==> src/rtl/can_arb_pkg.sv <==
`timescale 1ns/1ps
// Shared types for the transmit arbitration scanner.
// Assumes: mailbox codes are two bits wide.
package can_arb_pkg;

    // Mailbox code as seen on the read port.
    typedef enum logic [1:0] {
        MB_EMPTY   = 2'b00,
        MB_TX_ARM  = 2'b01,
        MB_RX      = 2'b10,
        MB_RX_FULL = 2'b11
    } mb_code_e;

    // Per-cycle command from the event controller to the scan core.
    typedef enum logic [2:0] {
        CMD_NONE    = 3'd0,
        CMD_LAUNCH  = 3'd1,
        CMD_RESTART = 3'd2,
        CMD_ABORT   = 3'd3,
        CMD_LATE    = 3'd4
    } scan_cmd_e;

endpackage

==> src/rtl/arb_cmp.sv <==
`timescale 1ns/1ps
// Candidate comparator: decides whether the mailbox under the pointer
// displaces the running best. Assumes mailboxes arrive in ascending index
// order, so a strict compare hands ties to the lower index.
module arb_cmp
    import can_arb_pkg::*;
#(
    parameter int PRIO_W = 8
) (
    input  logic [1:0]        cand_code_i,
    input  logic [PRIO_W-1:0] cand_prio_i,
    input  logic              best_valid_i,
    input  logic [PRIO_W-1:0] best_prio_i,
    output logic              cand_tx_o,
    output logic              take_o
);

    // Armed test and strict priority comparison.
    always_comb begin
        cand_tx_o = (mb_code_e'(cand_code_i) == MB_TX_ARM);
        take_o    = cand_tx_o && (!best_valid_i || (cand_prio_i < best_prio_i));
    end

endmodule

==> src/rtl/arb_scan_core.sv <==
`timescale 1ns/1ps
// Scan core: owns the pointer, the busy flag and the running best.
// Acts on a one-hot-in-time command from the event controller and
// reports a combinational finish with the final winner.
// Assumes: cand_* reflect mailbox ptr_o in the same cycle.
module arb_scan_core
    import can_arb_pkg::*;
#(
    parameter int N_MB   = 16,
    parameter int PRIO_W = 8,
    localparam int IDX_W = (N_MB > 1) ? $clog2(N_MB) : 1
) (
    input  logic              clk,
    input  logic              rst_n,
    input  scan_cmd_e         cmd_i,
    input  logic              lowest_buf_en_i,
    input  logic [1:0]        cand_code_i,
    input  logic [PRIO_W-1:0] cand_prio_i,
    output logic              busy_o,
    output logic [IDX_W-1:0]  ptr_o,
    output logic              best_valid_o,
    output logic [IDX_W-1:0]  best_idx_o,
    output logic              fin_o,
    output logic              fin_valid_o,
    output logic [IDX_W-1:0]  fin_idx_o
);

    localparam logic [IDX_W-1:0] LAST_IDX = IDX_W'(N_MB - 1);
    localparam logic [IDX_W-1:0] ONE_IDX  = IDX_W'(1);

    logic              busy_q;
    logic [IDX_W-1:0]  ptr_q;
    logic              best_valid_q;
    logic [IDX_W-1:0]  best_idx_q;
    logic [PRIO_W-1:0] best_prio_q;
    logic              take;
    logic              cand_tx;
    logic              stepping;

    arb_cmp #(.PRIO_W(PRIO_W)) i_cmp (
        .cand_code_i  (cand_code_i),
        .cand_prio_i  (cand_prio_i),
        .best_valid_i (best_valid_q),
        .best_prio_i  (best_prio_q),
        .cand_tx_o    (cand_tx),
        .take_o       (take)
    );

    // Finish detection and the winner that a finish would publish.
    always_comb begin
        stepping    = busy_q && (cmd_i == CMD_NONE);
        fin_o       = stepping && ((ptr_q == LAST_IDX) || (lowest_buf_en_i && cand_tx));
        fin_valid_o = take || best_valid_q;
        fin_idx_o   = take ? ptr_q : (best_valid_q ? best_idx_q : '0);
    end

    // Pointer, busy flag and running best.
    always_ff @(posedge clk) begin
        if (!rst_n) begin
            busy_q       <= 1'b0;
            ptr_q        <= '0;
            best_valid_q <= 1'b0;
            best_idx_q   <= '0;
            best_prio_q  <= '0;
        end else begin
            unique case (cmd_i)
                CMD_LAUNCH, CMD_RESTART: begin
                    busy_q       <= 1'b1;
                    ptr_q        <= '0;
                    best_valid_q <= 1'b0;
                end
                CMD_ABORT, CMD_LATE: begin
                    busy_q       <= 1'b0;
                    ptr_q        <= '0;
                    best_valid_q <= 1'b0;
                end
                default: begin
                    if (stepping) begin
                        if (fin_o) begin
                            busy_q       <= 1'b0;
                            ptr_q        <= '0;
                            best_valid_q <= 1'b0;
                        end else begin
                            ptr_q <= ptr_q + ONE_IDX;
                            if (take) begin
                                best_valid_q <= 1'b1;
                                best_idx_q   <= ptr_q;
                                best_prio_q  <= cand_prio_i;
                            end
                        end
                    end
                end
            endcase
        end
    end

    assign busy_o       = busy_q;
    assign ptr_o        = ptr_q;
    assign best_valid_o = best_valid_q;
    assign best_idx_o   = best_idx_q;

    // The pointer never leaves the mailbox range during a scan.
    assert_ptr_in_range_R2: assert property (@(posedge clk) disable iff (!rst_n)
        busy_q |-> (ptr_q <= LAST_IDX));

    // A restart command lands the scan back at index zero.
    assert_restart_at_zero_R8: assert property (@(posedge clk) disable iff (!rst_n)
        (cmd_i == CMD_RESTART) |=> (busy_q && (ptr_q == '0)));

    // In lowest-buffer mode the first armed mailbox ends the walk.
    assert_lowbuf_stops_R3: assert property (@(posedge clk) disable iff (!rst_n)
        (stepping && lowest_buf_en_i && cand_tx) |=> !busy_q);

endmodule

==> src/rtl/arb_event_ctrl.sv <==
`timescale 1ns/1ps
// Event controller: ranks the protocol events into one command per cycle
// and keeps the sticky pending flag.
// Order while scanning: abandon, then deadline, then restart.
// Assumes: every strobe is a single-cycle pulse.
module arb_event_ctrl
    import can_arb_pkg::*;
#(
    parameter int N_MB   = 16,
    localparam int IDX_W = (N_MB > 1) ? $clog2(N_MB) : 1
) (
    input  logic             clk,
    input  logic             rst_n,
    input  logic             busy_i,
    input  logic [IDX_W-1:0] ptr_i,
    input  logic             best_valid_i,
    input  logic [IDX_W-1:0] best_idx_i,
    input  logic             start_i,
    input  logic             deadline_i,
    input  logic             cs_wr_i,
    input  logic [IDX_W-1:0] cs_wr_idx_i,
    input  logic             win_deact_i,
    input  logic             bus_err_i,
    input  logic             idle_i,
    input  logic             freeze_req_i,
    input  logic             lowpwr_req_i,
    input  logic             freeze_exit_i,
    input  logic             resync_i,
    input  logic             busoff_i,
    input  logic             rx2tx_i,
    output scan_cmd_e        cmd_o,
    output logic             pending_o
);

    logic pending_q;
    logic abandon;
    logic hit_winner;
    logic pend_set;
    logic cs_low_hit;

    // Rank this cycle's events into a single command.
    always_comb begin
        abandon    = busy_i && (win_deact_i || bus_err_i ||
                                ((freeze_req_i || lowpwr_req_i) && idle_i));
        hit_winner = cs_wr_i && best_valid_i && (cs_wr_idx_i == best_idx_i);
        if (!busy_i) begin
            cmd_o = (freeze_exit_i || (start_i && pending_q)) ? CMD_LAUNCH : CMD_NONE;
        end else if (abandon) begin
            cmd_o = CMD_ABORT;
        end else if (deadline_i) begin
            cmd_o = CMD_LATE;
        end else if (resync_i || hit_winner) begin
            cmd_o = CMD_RESTART;
        end else begin
            cmd_o = CMD_NONE;
        end
    end

    // Collect every reason that makes the current result stale.
    always_comb begin
        cs_low_hit = busy_i && cs_wr_i && (cs_wr_idx_i <= ptr_i) && !hit_winner;
        pend_set   = (cmd_o == CMD_LATE) || (cs_wr_i && !busy_i) || cs_low_hit ||
                     rx2tx_i || busoff_i;
    end

    // Sticky pending flag: set wins over the clear on launch.
    always_ff @(posedge clk) begin
        if (!rst_n) begin
            pending_q <= 1'b0;
        end else if (pend_set) begin
            pending_q <= 1'b1;
        end else if (cmd_o == CMD_LAUNCH) begin
            pending_q <= 1'b0;
        end
    end

    assign pending_o = pending_q;

    // A deadline stop always leaves pending set.
    assert_late_sets_pending_R6: assert property (@(posedge clk) disable iff (!rst_n)
        (busy_i && deadline_i && !abandon) |=> pending_q);

    // Code conversion and bus-off entry always leave pending set.
    assert_rx2tx_busoff_pending_R9: assert property (@(posedge clk) disable iff (!rst_n)
        (rx2tx_i || busoff_i) |=> pending_q);

    // A start with nothing pending and no freeze exit does not launch.
    assert_start_needs_pending_R10: assert property (@(posedge clk) disable iff (!rst_n)
        (!busy_i && start_i && !pending_q && !freeze_exit_i) |=> !busy_i);

    // A write to the current winner never marks pending by itself.
    assert_winner_write_no_pending_R8: assert property (@(posedge clk) disable iff (!rst_n)
        (busy_i && hit_winner && !abandon && !deadline_i && !rx2tx_i && !busoff_i &&
         !pending_q) |=> !pending_q);

endmodule

==> src/rtl/can_tx_arb_scanner.sv <==
`timescale 1ns/1ps
// Transmit mailbox arbitration scanner, top level.
// Connects the event controller and the scan core, and registers the
// published winner. Assumes the mailbox store answers rd_idx_o
// combinationally with mb_code_i / mb_prio_i.
module can_tx_arb_scanner
    import can_arb_pkg::*;
#(
    parameter int N_MB   = 16,
    parameter int PRIO_W = 8,
    localparam int IDX_W = (N_MB > 1) ? $clog2(N_MB) : 1
) (
    input  logic              clk,
    input  logic              rst_n,
    input  logic              lowest_buf_en_i,
    input  logic              start_i,
    input  logic              deadline_i,
    input  logic              cs_wr_i,
    input  logic [IDX_W-1:0]  cs_wr_idx_i,
    input  logic              win_deact_i,
    input  logic              bus_err_i,
    input  logic              idle_i,
    input  logic              freeze_req_i,
    input  logic              lowpwr_req_i,
    input  logic              freeze_exit_i,
    input  logic              resync_i,
    input  logic              busoff_i,
    input  logic              rx2tx_i,
    output logic [IDX_W-1:0]  rd_idx_o,
    input  logic [1:0]        mb_code_i,
    input  logic [PRIO_W-1:0] mb_prio_i,
    output logic              busy_o,
    output logic              pending_o,
    output logic              win_valid_o,
    output logic [IDX_W-1:0]  win_idx_o
);

    scan_cmd_e        cmd;
    logic             busy;
    logic [IDX_W-1:0] ptr;
    logic             best_valid;
    logic [IDX_W-1:0] best_idx;
    logic             fin;
    logic             fin_valid;
    logic [IDX_W-1:0] fin_idx;
    logic             win_valid_q;
    logic [IDX_W-1:0] win_idx_q;

    arb_event_ctrl #(.N_MB(N_MB)) i_ctrl (
        .clk           (clk),
        .rst_n         (rst_n),
        .busy_i        (busy),
        .ptr_i         (ptr),
        .best_valid_i  (best_valid),
        .best_idx_i    (best_idx),
        .start_i       (start_i),
        .deadline_i    (deadline_i),
        .cs_wr_i       (cs_wr_i),
        .cs_wr_idx_i   (cs_wr_idx_i),
        .win_deact_i   (win_deact_i),
        .bus_err_i     (bus_err_i),
        .idle_i        (idle_i),
        .freeze_req_i  (freeze_req_i),
        .lowpwr_req_i  (lowpwr_req_i),
        .freeze_exit_i (freeze_exit_i),
        .resync_i      (resync_i),
        .busoff_i      (busoff_i),
        .rx2tx_i       (rx2tx_i),
        .cmd_o         (cmd),
        .pending_o     (pending_o)
    );

    arb_scan_core #(.N_MB(N_MB), .PRIO_W(PRIO_W)) i_core (
        .clk             (clk),
        .rst_n           (rst_n),
        .cmd_i           (cmd),
        .lowest_buf_en_i (lowest_buf_en_i),
        .cand_code_i     (mb_code_i),
        .cand_prio_i     (mb_prio_i),
        .busy_o          (busy),
        .ptr_o           (ptr),
        .best_valid_o    (best_valid),
        .best_idx_o      (best_idx),
        .fin_o           (fin),
        .fin_valid_o     (fin_valid),
        .fin_idx_o       (fin_idx)
    );

    // Published winner: cleared at launch, loaded on normal finish.
    always_ff @(posedge clk) begin
        if (!rst_n) begin
            win_valid_q <= 1'b0;
            win_idx_q   <= '0;
        end else if (cmd == CMD_LAUNCH) begin
            win_valid_q <= 1'b0;
        end else if (fin) begin
            win_valid_q <= fin_valid;
            win_idx_q   <= fin_idx;
        end
    end

    assign rd_idx_o    = ptr;
    assign busy_o      = busy;
    assign win_valid_o = win_valid_q;
    assign win_idx_o   = win_idx_q;

    // A valid winner appears only as a scan ends.
    assert_valid_at_scan_end_R1: assert property (@(posedge clk) disable iff (!rst_n)
        $rose(win_valid_o) |-> ($past(busy) && !busy));

    // An abandoned scan leaves nothing published.
    assert_abort_no_winner_R5: assert property (@(posedge clk) disable iff (!rst_n)
        (cmd == CMD_ABORT) |=> (!busy && !win_valid_o));

    // While a scan runs the previous result is withdrawn.
    assert_no_stale_winner_R10: assert property (@(posedge clk) disable iff (!rst_n)
        busy |-> !win_valid_o);

endmodule

==> config.mk <==
export PLATFORM = sky130hd
export DESIGN_NAME = can_tx_arb_scanner
export DESIGN_NICKNAME = d
export VERILOG_FILES = /design/src/rtl/can_arb_pkg.sv /design/src/rtl/arb_cmp.sv /design/src/rtl/arb_scan_core.sv /design/src/rtl/arb_event_ctrl.sv /design/src/rtl/can_tx_arb_scanner.sv
export SDC_FILE = /design/constraint.sdc
export NUM_CORES = 1
export LEC_CHECK = 0
export ABC_AREA = 0
export CORE_ASPECT_RATIO = 1.1
export CORE_MARGIN = 2
export CORE_UTILIZATION = 40
export CTS_BUF_LIST = sky130_fd_sc_hd__clkbuf_8 sky130_fd_sc_hd__clkbuf_16
export CTS_CLUSTER_DIAMETER = 80
export CTS_CLUSTER_SIZE = 30
export DETAILED_ROUTE_END_ITERATION = 10
export DONT_BUFFER_PORTS = 1
export PLACE_DENSITY = 0.68
export SLEW_MARGIN = 10
export SYNTH_ARGS = -nofsm -noshare
export SYNTH_HDL_FRONTEND = slang
export SYNTH_SLANG_ARGS = --single-unit
==> constraint.sdc <==
create_clock -name clk -period 2.1 [get_ports clk]
set_input_delay 0.63 -clock clk [delete_from_list [all_inputs] [get_ports clk]]
set_output_delay 0.63 -clock clk [all_outputs]
set_load 0.02 [all_outputs]
Word-level counts from Yosys, hierarchy flattened
Index checks and enable logic that the tools add are counted.
{"block": "word_totals", "reg_bits": 24, "latchBits": 0, "ramBits": 0, "romBits": 0, "inputBits": 29, "output_inout_bits": 11, "elab_cells": 79, "memories": 0}
{"block": "op_classes", "add_sub_neg": 1, "multipliers": 0, "div_mod_pow": 0, "order_cmp": 2, "eq_ne": 7, "n_shift": 0, "mux": 15, "bitwise": 4, "reduce_logical": 42}
{"operator": "$logic_and 1x1->1", "n": 13}
{"operator": "$logic_or 1x1->1", "n": 12}
{"operator": "$mux 4", "n": 3}
{"operator": "$mux 3", "n": 3}
{"operator": "$lt 8x8->1", "n": 1}
{"operator": "$mux 1", "n": 7}
{"operator": "$eq 3x2->1 const B", "n": 2}
{"operator": "$reduce_and 2->1", "n": 3}
{"operator": "$reduce_bool 3->1", "n": 2}
{"operator": "$reduce_or 2->1", "n": 3}
{"operator": "$reduce_or 5->1", "n": 1}
{"operator": "$add 4x1->4 const B", "n": 1}
{"operator": "$eq 4x4->1", "n": 1}
{"operator": "$eq 4x4->1 const B", "n": 1}
{"operator": "$le 4x4->1", "n": 1}
{"operator": "$not 1->1", "n": 4}
{"operator": "$reduce_and 4->1", "n": 1}
{"operator": "$reduce_bool 2->1", "n": 2}
{"operator": "$reduce_or 4->1", "n": 1}
{"operator": "$eq 3x1->1 const B", "n": 1}
{"operator": "$eq 3x3->1 const B", "n": 1}
{"operator": "$logic_not 1->1", "n": 3}
{"operator": "$logic_not 3->1", "n": 1}
{"operator": "$eq 2x1->1 const B", "n": 1}
{"operator": "2 further kinds", "n": 2}

Depth between registers and ports, before layout
Gate-level depths: netlist (run 1).
{"block": "logic_depth", "word_depth": 13, "mapped_depth": 8, "mapped_depth_nobuf": 7}

Cells and area by module
From an unflattened synthesis (run 1), not the netlist that was laid out.
{"block": "hier_totals", "hier_cells": 195, "area_unflattened_um2": 1561.5}
{"mod": "arb_scan_core", "n_inst": 1, "cells_each": 107, "area_each_um2": 865.8, "seq_area_each_um2": 360.3}
{"mod": "arb_event_ctrl", "n_inst": 1, "cells_each": 38, "area_each_um2": 276.5, "seq_area_each_um2": 20.0}
{"mod": "can_tx_arb_scanner", "n_inst": 1, "cells_each": 23, "area_each_um2": 221.5, "seq_area_each_um2": 100.1}
{"mod": "arb_cmp", "n_inst": 1, "cells_each": 27, "area_each_um2": 197.7, "seq_area_each_um2": 0.0}

Worst setup path after synthesis (run 1)
Ideal clock, no wire load.
{"block": "synth_timing", "path_type": "input port to flip-flop", "startpoint": "input port mb_prio_i[1]", "endpoint": "register i_core.best_idx_q[0], in the netlist i_core.best_idx_o[0]", "setup_time_ns": 0.072, "arrival_ns": 1.998, "required_ns": 2.028, "path_slack_ns": 0.031, "cell_stages": 6, "path_buffers": 1, "cell_sequence": "ha_1 > a2111oi_1 > o31a_2 > o211a_4 > buf_12 > mux2i_1"}
{"block": "synth_via", "elab_chain_cells": 4}
{"element": "start: declaration", "line": "can_tx_arb_scanner.sv:31", "text": "input logic [PRIO_W-1:0] mb_prio_i,"}
{"element": "$lt 8x8->1", "line": "arb_cmp.sv:21", "text": "take_o = cand_tx_o && (!best_valid_i || (cand_prio_i < best_prio_i));"}
{"element": "$logic_or 1x1->1", "line": "arb_cmp.sv:21"}
{"element": "$logic_and 1x1->1", "line": "arb_cmp.sv:21"}
{"element": "$reduce_and 4->1 (no source line)"}
{"element": "end signal: assignment", "line": "arb_scan_core.sv:87", "text": "best_idx_q <= ptr_q;"}
{"element": "end: declaration", "line": "arb_scan_core.sv:34", "text": "logic [IDX_W-1:0] best_idx_q;"}
No other way between the ends.
A chain may end at the register's enable or synchronous reset.

Worst setup path after layout (run 1)
{"block": "layout_timing", "startpoint": "register i_core.best_prio_q[1]", "endpoint": "register i_core.best_prio_q[4]"}
{"block": "layout_via", "elab_chain_cells": 4}
{"element": "start: declaration", "line": "arb_scan_core.sv:35", "text": "logic [PRIO_W-1:0] best_prio_q;"}
{"element": "start signal: assignment", "line": "arb_scan_core.sv:88", "text": "best_prio_q <= cand_prio_i;"}
{"element": "$lt 8x8->1", "line": "arb_cmp.sv:21"}
{"element": "$logic_or 1x1->1", "line": "arb_cmp.sv:21"}
{"element": "$logic_and 1x1->1", "line": "arb_cmp.sv:21"}
{"element": "$reduce_and 4->1 (no source line)"}
No other way between the ends.

==> results_dict.tcl, run 1 <==
set metrics [dict create \
    outcome "finished, final reports clean" \
    relSlewSlack 0.6366 \
    leakage_nw 0.5998 \
    dp.cells 225 \
    drive_above_1_share 0.1564 \
    drt.antenna.violating_nets 0 \
    cts_hold_buf 0 \
    finalCritPeriodShare 0.8723 \
    synthCells 168 \
    ys.flop_type "dfxtp_1" \
    crit_path_max_fanout 12 \
    path_cells "inv_1 > ha_1 > a2111oi_2 > o31a_2 > o211a_4 > mux2i_1" \
    area_growth_pct 13.20 \
    mostFrequentLayoutCells "29 x nand2_1, 24 x dfxtp_1, 13 x inv_1, 13 x mux2i_1, 13 x buf_4" \
    hpwl_um 2412 \
    cts_tree "yes" \
    end_kind "flip-flop" \
    finalHoldViolCount 0 \
    synth-edff-count 0 \
    via_per_inst 5.293 \
    async_flop_share 0 \
    rows 23 \
    max_stage_delay_ns 0.36 \
    clockRootBuffer "clkbuf_8" \
    synthTopCellsByArea "dfxtp_1 33%, ha_1 10%, mux2i_1 8.9%" \
    final_cell_count_no_fill 229 \
    wl_per_cell_um 13.38 \
    grt_overflow_total 0 \
    p_total_w 0.0009620 \
    drc 0 \
    mostFrequentLayoutCell "nand2_1" \
    worst_slew_pin_slew_ns 0.5405 \
    htreeDepth 1 \
    initial_utilization 0.4116 \
    numPortBuffers 0 \
    ys_ff_latch 24 \
    max_cap_violations 0 \
    grt_max_degree 35 \
    cpMaxStageDelayCell "a2111oi_2" \
    clk_pin_slew_ns 0.09 \
    io-pin-count 40 \
    first_iter_violations 18 \
    synth_cell_type_count 42 \
    grt_pass1_vias 1157 \
    vias 1212 \
    skew_ns 0.007594 \
    ys_warn_count 0 \
    grt.total_usage 0.1625 \
    setup_violations 0 \
    final_nets 221 \
    dp_slack_ns -0.1183 \
    rsz0062_at_grt "no" \
    nFillCells 381 \
    cts_max_path_buffers 2 \
    critPathRequiredTime_ns 2.31 \
    n_antenna_cell 0 \
    drt_first_pass_iters 4 \
    core_area_um2 3568 \
    clock.fmax_mhz 545.9 \
    synth_top_cell_area_share 0.3271 \
    worstPathArrival_ns 2.04 \
    dieArea_um2 4174 \
    routabilityCongestion 0.7717 \
    start_kind "flip-flop" \
    fin_tns_setup_ns 0 \
    synth_nets 209 \
    slew_violations 0 \
    path_class "flip-flop to flip-flop" \
    die_h_um 67.56 \
    power_density_nw_per_um2 578.5 \
    clock_sinks 24 \
    fin_ws_ns 0.2682 \
    peakVddDrop_uv 426.6 \
    cts_setup_buffers 0 \
    numCtsBuffers 3 \
    syn_area_um2 1469 \
    yosysTopAreaCell "dfxtp_1" \
    wl_met1_um 1316 \
    holdCritPathClass "flip-flop to flip-flop" \
    die_x_um 61.78 \
    fin_crit_ns 1.832 \
    wl_met2_um 1446 \
    syn_avg_cell_area_um2 8.744 \
    routed.top_layer "met4" \
    worstSkewPairLatency_ns 0.28 \
    synth-seq-area-share 0.3271 \
    antenna_found_initial 0 \
    wl_met3_um 251 \
    grt_pass1_wl_um 4988 \
    whs_ns 0.4620 \
    wirelength_um 3063 \
]
==> cells by family (layout without fill, tap and decap cells) <==
group,Yosys count,after routing,synth area share
flip-flops,24,24,0.3271
multiplexers,13,13,0.08858
AND/OR/NAND/NOR,54,54,0.1831
adder cells (fa/ha/maj),12,12,0.1022
buffers and inverters,19,30,0.06218
AO/OA/AOI/OAI,40,40,0.2010
XOR/XNOR,6,6,0.03578
==> layout make-up <==
type | instances | area, µm² | share of cell area
clock buffer | 3 | 41.29 | 0.02483
clock inverter | 1 | 30.03 | 0.01806
inverter | 13 | 48.80 | 0.02935
multi-input combinational | 125 | 902.1 | 0.5425
sequential | 24 | 480.5 | 0.2889
tap | 50 | 62.56 | 0.03762
timing repair buffer | 13 | 97.59 | 0.05869
==> power by group <==
part,internal (W),switching [W]
Clock,0.000256,0.000163
Combinational,0.0000381,0.0000406
Sequential,0.000459,0.00000621
==> worst max-delay path: cells and delay by family, from the launching register on <==
kind            cells  cell delay (ns)
compound gates      3             0.87
flops               1             0.34
fa+ha+maj           1             0.28
mux                 1             0.22
buf+inv             1             0.05
==> state kept, by name, indices dropped and copies added, names as in the netlist <==
name,count
i_core.best_idx_o,4
i_core.best_prio_q,8
i_core.best_valid_o,1
i_core.busy_o,1
i_core.ptr_o,4
i_ctrl.pending_o,1
win_idx_o,4
win_valid_o,1
==> layer usage <==
metal  vias to the layer above  GRT usage
met5                         -          0
met4                         0    0.07181
met3                         4    0.05939
met2                        32     0.2776
met1                       564     0.1763
li1                        612          -
==> worst paths after layout <==
check / startpoint / end / slack (ns) / cells after the start
setup / recovery: i_core.best_prio_q[1] / i_core.best_prio_q[4] / 0.27 / 6
hold / removal: i_core.best_prio_q[7] / i_core.best_prio_q[7] / 0.46 / 2
setup reg to reg: i_core.best_prio_q[1] / i_core.best_prio_q[4] / 0.27 / 6
hold reg to reg: i_core.best_prio_q[7] / i_core.best_prio_q[7] / 0.46 / 2
==> timing repair <==
action | 4_1_cts | 5_1_grt
hold endpoints to repair | 0 | 0
endpoints found under the setup margin | 0 | 9
resized for setup | 0 | 1
==> per-stage QoR <==
step	area, µm²	util
final	1663	0.4660
after global routing	1663	0.4660
after CTS	1658	0.4646
after detailed placement	1587	0.4446
after global placement	1587	0.4446
after floorplan	1469	-
==> synthesized netlist by cell type, drive strengths merged (2+ instances only) <==
cell type and count:
a2111oi 3, a211oi 3, a21oi 6, a31oi 6, and3 3, buf 2
clkbuf 4, dfxtp 24, ha 12, inv 13, mux2i 13, nand2 29
nand3 5, nor2 8, nor2b 3, o21ai 12, xnor2 3, xor2 3
Note: power is estimated with default switching activity, not from simulation.
==> run 2: changes to the inputs <==
--- a/config.mk
+++ b/config.mk
@@ -14,8 +14,10 @@
 export CTS_CLUSTER_SIZE = 30
 export DETAILED_ROUTE_END_ITERATION = 10
 export DONT_BUFFER_PORTS = 1
+export HOLD_SLACK_MARGIN = 0.05
 export PLACE_DENSITY = 0.68
 export SLEW_MARGIN = 10
 export SYNTH_ARGS = -nofsm -noshare
 export SYNTH_HDL_FRONTEND = slang
+export SYNTH_HIERARCHICAL = 1
 export SYNTH_SLANG_ARGS = --single-unit
==> results_dict.tcl, run 2 <==
set metrics [dict create \
    routabilityCongestion 0.8439 \
    wirelength_um 3397 \
    mostFrequentLayoutCell "nand2_1" \
    regMostFlops "i_core/best_prio_q" \
    ys_warn_count 6 \
    grt.total_usage 0.1646 \
    startpoint "lowpwr_req_i" \
    ys.flop_type "dfxtp_1" \
    drive_above_1_share 0.2488 \
    initial_utilization 0.4239 \
    htreeDepth 1 \
    mostFrequentLayoutCells "48 x nand2_1, 23 x buf_4, 20 x dfxtp_1" \
    syn_area_um2 1561 \
    slew_violations 0 \
    setup_violations 1 \
    skew_ns 0.004814 \
    synth-edff-count 0 \
    synth_cell_type_count 44 \
    syn_avg_cell_area_um2 8.008 \
    synth-seq-area-share 0.3077 \
    grt_pass1_vias 1344 \
    clock_sinks 24 \
    worstPathArrival_ns 2.35 \
    power_density_nw_per_um2 498.4 \
    path_class "primary input to flip-flop" \
    rows 23 \
    leakage_nw 0.7001 \
    die_h_um 69.53 \
    numCtsBuffers 3 \
    drc 0 \
    synth_nets 236 \
    start_kind "primary input" \
    dp.cells 261 \
    cts_max_path_buffers 2 \
    numPortBuffers 0 \
    die_x_um 63.57 \
    dieArea_um2 4420 \
    final_cell_count_no_fill 267 \
    fin_ws_ns -0.03975 \
    clk_pin_slew_ns 0.09 \
    synth.most_common_cell "nand2_1" \
    rsz0062_at_grt "yes" \
    worst_slew_pin_slew_ns 0.4958 \
    via_per_inst 5.266 \
    holdCritPathClass "primary input to flip-flop" \
    reg2reg_from "i_core/best_idx_o[3]" \
    fin_crit_ns 2.140 \
    grt_max_degree 38 \
    clock.fmax_mhz 467.3 \
    outcome "finished, violations left" \
    nFillCells 350 \
    peakVddDrop_uv 314.7 \
    ys_ff_latch 24 \
    worstSkewPairLatency_ns 0.28 \
    crit_path_max_fanout 4 \
    io-pin-count 40 \
    largest_register_ffs 8 \
    max_cap_violations 0 \
    end_kind "flip-flop" \
    finalCritPeriodShare 1.019 \
    wl_per_cell_um 12.72 \
    grt_overflow_total 0 \
    yosysTopAreaCell "dfxtp_1" \
    drt_first_pass_iters 4 \
    first_iter_violations 64 \
    finalHoldViolCount 0 \
    grt_pass1_wl_um 5913 \
    n_antenna_cell 0 \
    vias 1406 \
    synth_top_cell_area_share 0.3077 \
    drt.antenna.violating_nets 0 \
    hpwl_um 2607 \
    synth.top_cells.by_count "48 x nand2_1, 24 x dfxtp_1, 17 x mux2i_1" \
    area_growth_pct 25.08 \
    clockRootBuffer "clkbuf_8" \
    hp-start "rst_n" \
    synthTopCellsByArea "dfxtp_1 31%, nand2_1 12%, mux2i_1 11%" \
    final_nets 259 \
    antenna_found_initial 0 \
    core_area_um2 3684 \
    fin_tns_setup_ns -0.03975 \
    relSlewSlack 0.6690 \
    synthCells 195 \
    violations "setup timing" \
    cts_tree "yes" \
    critPathRequiredTime_ns 2.31 \
    async_flop_share 0 \
]
[run 2: logic make-up after synthesis]
| group | after synthesis | share of synthesized area |
|---|---|---|
| AO/OA/AOI/OAI | 36 | 0.1563 |
| XOR/XNOR | 4 | 0.02244 |
| adder cells (fa/ha/maj) | 12 | 0.09615 |
| buffers and inverters | 24 | 0.06411 |
| flip-flops | 24 | 0.3077 |
| multiplexers | 17 | 0.1090 |
| AND/OR/NAND/NOR | 78 | 0.2444 |
[run 2: area by class of cell]
type / instances / area [µm²] / area share
multi-input combinational: 147 / 1080 / 0.5529
sequential: 24 / 485.5 / 0.2486
timing repair buffer: 26 / 210.2 / 0.1076
tap: 50 / 62.56 / 0.03203
inverter: 16 / 60.06 / 0.03075
clock buffer: 4 / 55.05 / 0.02819
[run 2: worst max-delay path: stages]
cell,delay (ns)
o21ai_4,0.14
nand2_1,0.08
o311a_4,0.36
or4b_4,0.52
or4_4,0.48
a31oi_1,0.14
[run 2: routing by layer]
layer	up-vias	global-route usage	routed length (µm)
met4	0	0.06763	57
met3	5	0.03409	238
met5	-	0	0
li1	718	-	-
met2	37	0.2702	1622
met1	646	0.2082	1480
[run 2: worst paths after layout]
kind	endpoint	slack [ns]	cells after the start
worst max-delay path	i_core/ptr_o[3]	-0.04	6
worst min register to register	i_core/best_prio_q[5]	0.46	2
worst max register to register	i_core/ptr_o[3]	-0.04	6
worst min-delay path	win_valid_o	0.45	2
[run 2: per-stage QoR]
step	total power, W	hold slack [ns]	util	worst slack, ns	instance area, µm²
final	0.0009734	0.4538	0.5302	-0.03975	1953
after global routing	0.001024	0.4472	0.5302	-0.09801	1953
after CTS	0.0009658	0.4543	0.5061	-0.03110	1864
after detailed placement	0.0006366	0.4491	0.4837	-0.3961	1782
after global placement	0.0006338	0.4428	0.4837	-0.3502	1782
after floorplan	0.0005943	0.4347	-	-0.3747	1579
[run 2: repair_timing]
action                                  4_1_cts  5_1_grt
gates resized for setup                       7       16
endpoints found under the setup margin       19       22
endpoints found under the hold margin         0        0
setup buffers                                 1        1
hold buffers                                  0        0
pin swaps                                     3        1
[run 2: report_power, final]
part           switching [W]  internal [W]  total, W
clock network       0.000155      0.000168  0.000323
logic              0.0000864     0.0000937  0.000180
registers         0.00000810      0.000462  0.000470
==> run 3: changes to the inputs <==
--- a/config.mk
+++ b/config.mk
@@ -6,7 +6,7 @@
 export NUM_CORES = 1
 export LEC_CHECK = 0
 export ABC_AREA = 0
-export CORE_ASPECT_RATIO = 1.1
+export CORE_ASPECT_RATIO = 0.6
 export CORE_MARGIN = 2
 export CORE_UTILIZATION = 40
 export CTS_BUF_LIST = sky130_fd_sc_hd__clkbuf_8 sky130_fd_sc_hd__clkbuf_16
==> results_dict.tcl, run 3 (same netlist as run 2, synthesis figures left out) <==
set metrics [dict create \
    outcome "finished, violations left" \
    violations "setup timing" \
    peakVddDrop_uv 280.4 \
    n_antenna_cell 0 \
    fin_ws_ns -0.05697 \
    grt_overflow_total 0 \
    worstSkewPairLatency_ns 0.27 \
    core_area_um2 3701 \
    leakage_nw 0.6841 \
    cts_hold_buf 0 \
    max_cap_violations 0 \
    clock.fmax_mhz 463.6 \
    clockRootBuffer "clkbuf_8" \
    fin_area_um2 1916 \
    wl_per_cell_um 14.10 \
    mostFrequentLayoutCell "nand2_1" \
    regToRegSetupSlack_ns -0.05 \
    end_kind "flip-flop" \
    mostFrequentLayoutCells "48 x nand2_1, 23 x buf_4, 20 x dfxtp_1" \
    grt_pass1_vias 1263 \
    clock_sinks 24 \
    antenna_found_initial 0 \
    initial_utilization 0.4219 \
    skew_ns 0.003586 \
    die_h_um 52.40 \
    power_density_nw_per_um2 483.4 \
    nFillCells 353 \
    holdCritPathClass "flip-flop to flip-flop" \
    whs_ns 0.4571 \
    finalHoldViolCount 0 \
    drive_above_1_share 0.2372 \
    grt_max_degree 38 \
    vias 1391 \
    dp.cells 258 \
    cts_tree "yes" \
    max_stage_delay_ns 0.54 \
    numPortBuffers 0 \
    first_iter_violations 100 \
    start_kind "primary input" \
    routabilityCongestion 0.7973 \
    setup_violations 6 \
    io-pin-count 40 \
    crit_path_max_fanout 5 \
    multi_input_area_um2 1052 \
    die_x_um 84.66 \
    cpMaxStageDelayCell "or4b_4" \
    finalCritPeriodShare 1.027 \
    cts_max_path_buffers 2 \
    clk_pin_slew_ns 0.08 \
    critPathRequiredTime_ns 2.30 \
    numCtsBuffers 3 \
    dieArea_um2 4436 \
    path_cells "o21ai_2 > nand2_1 > o311a_4 > or4b_4 > or4_4 > a31oi_1" \
    hpwl_um 2777 \
    fin_crit_ns 2.157 \
    cts_setup_buffers 0 \
    wirelength_um 3695 \
    dpl_cell_area_um2 1790 \
    drt.antenna.violating_nets 0 \
    htreeDepth 1 \
    final_cell_count_no_fill 262 \
    worstPathArrival_ns 2.36 \
    rsz0062_at_grt "yes" \
    slew_violations 0 \
    area_growth_pct 22.68 \
    ff_latch_area_um2 485.5 \
    final_nets 258 \
    drc 0 \
    grt.total_usage 0.1694 \
    largest_register_ffs 8 \
    via_per_inst 5.309 \
    path_class "primary input to flip-flop" \
    rows 17 \
    worst_slew_pin_slew_ns 0.3759 \
    regMostFlops "i_core/best_prio_q" \
    drt_first_pass_iters 4 \
    grt_pass1_wl_um 5865 \
    relSlewSlack 0.7489 \
]
[run 3: stage by stage]
| stage | util | setup TNS [ns] | total power [W] | setup WS (ns) |
|---|---|---|---|---|
| final | 0.5176 | -0.2114 | 0.0009260 | -0.05697 |
| after global routing | 0.5176 | -1.040 | 0.0009714 | -0.1120 |
| after CTS | 0.5057 | -0.1615 | 0.0009255 | -0.04834 |
| after detailed placement | 0.4838 | -7.711 | 0.0006415 | -0.4018 |
| after global placement | 0.4838 | -7.644 | 0.0006395 | -0.3864 |
| after floorplan | - | -6.465 | 0.0005943 | -0.3747 |
[run 3: layer usage]
layer	global-route usage	wire length (µm)
met5	0	0
met4	0.02381	19
met3	0.07244	382
met2	0.2480	1465
met1	0.2361	1827
[run 3: repair_timing]
item	CTS	global route
endpoints found under the hold margin	0	0
endpoints found under the setup margin	19	20
resized for setup	9	6
gates cloned	0	1
pin swaps	3	0
[run 3: critical path: cells and delay by family]
family	cells	cell delay [ns]
and+or+nand+nor	3	1.11
AOI/OAI and AO/OA	3	0.63
[run 3: area by class of cell]
type | instances | share of cell area
inverters | 16 | 0.03135
flip-flops and latches | 24 | 0.2534
multi-input cells | 147 | 0.5493
clock buffers | 3 | 0.02155
well taps | 47 | 0.03070
repair buffers | 25 | 0.1137
[run 3: where the power goes]
part,switching (W),internal [W]
clock network,0.000149,0.000129
logic,0.0000931,0.0000882
registers,0.00000538,0.000462
[run 3: worst paths after layout]
check                   startpoint                     to  cells after the start
max                   lowpwr_req_i        i_core/ptr_o[3]                      6
min          i_core/best_prio_q[6]  i_core/best_prio_q[6]                      2
max reg2reg   i_core/best_idx_o[3]        i_core/ptr_o[3]                      6
min reg2reg  i_core/best_prio_q[6]  i_core/best_prio_q[6]                      2
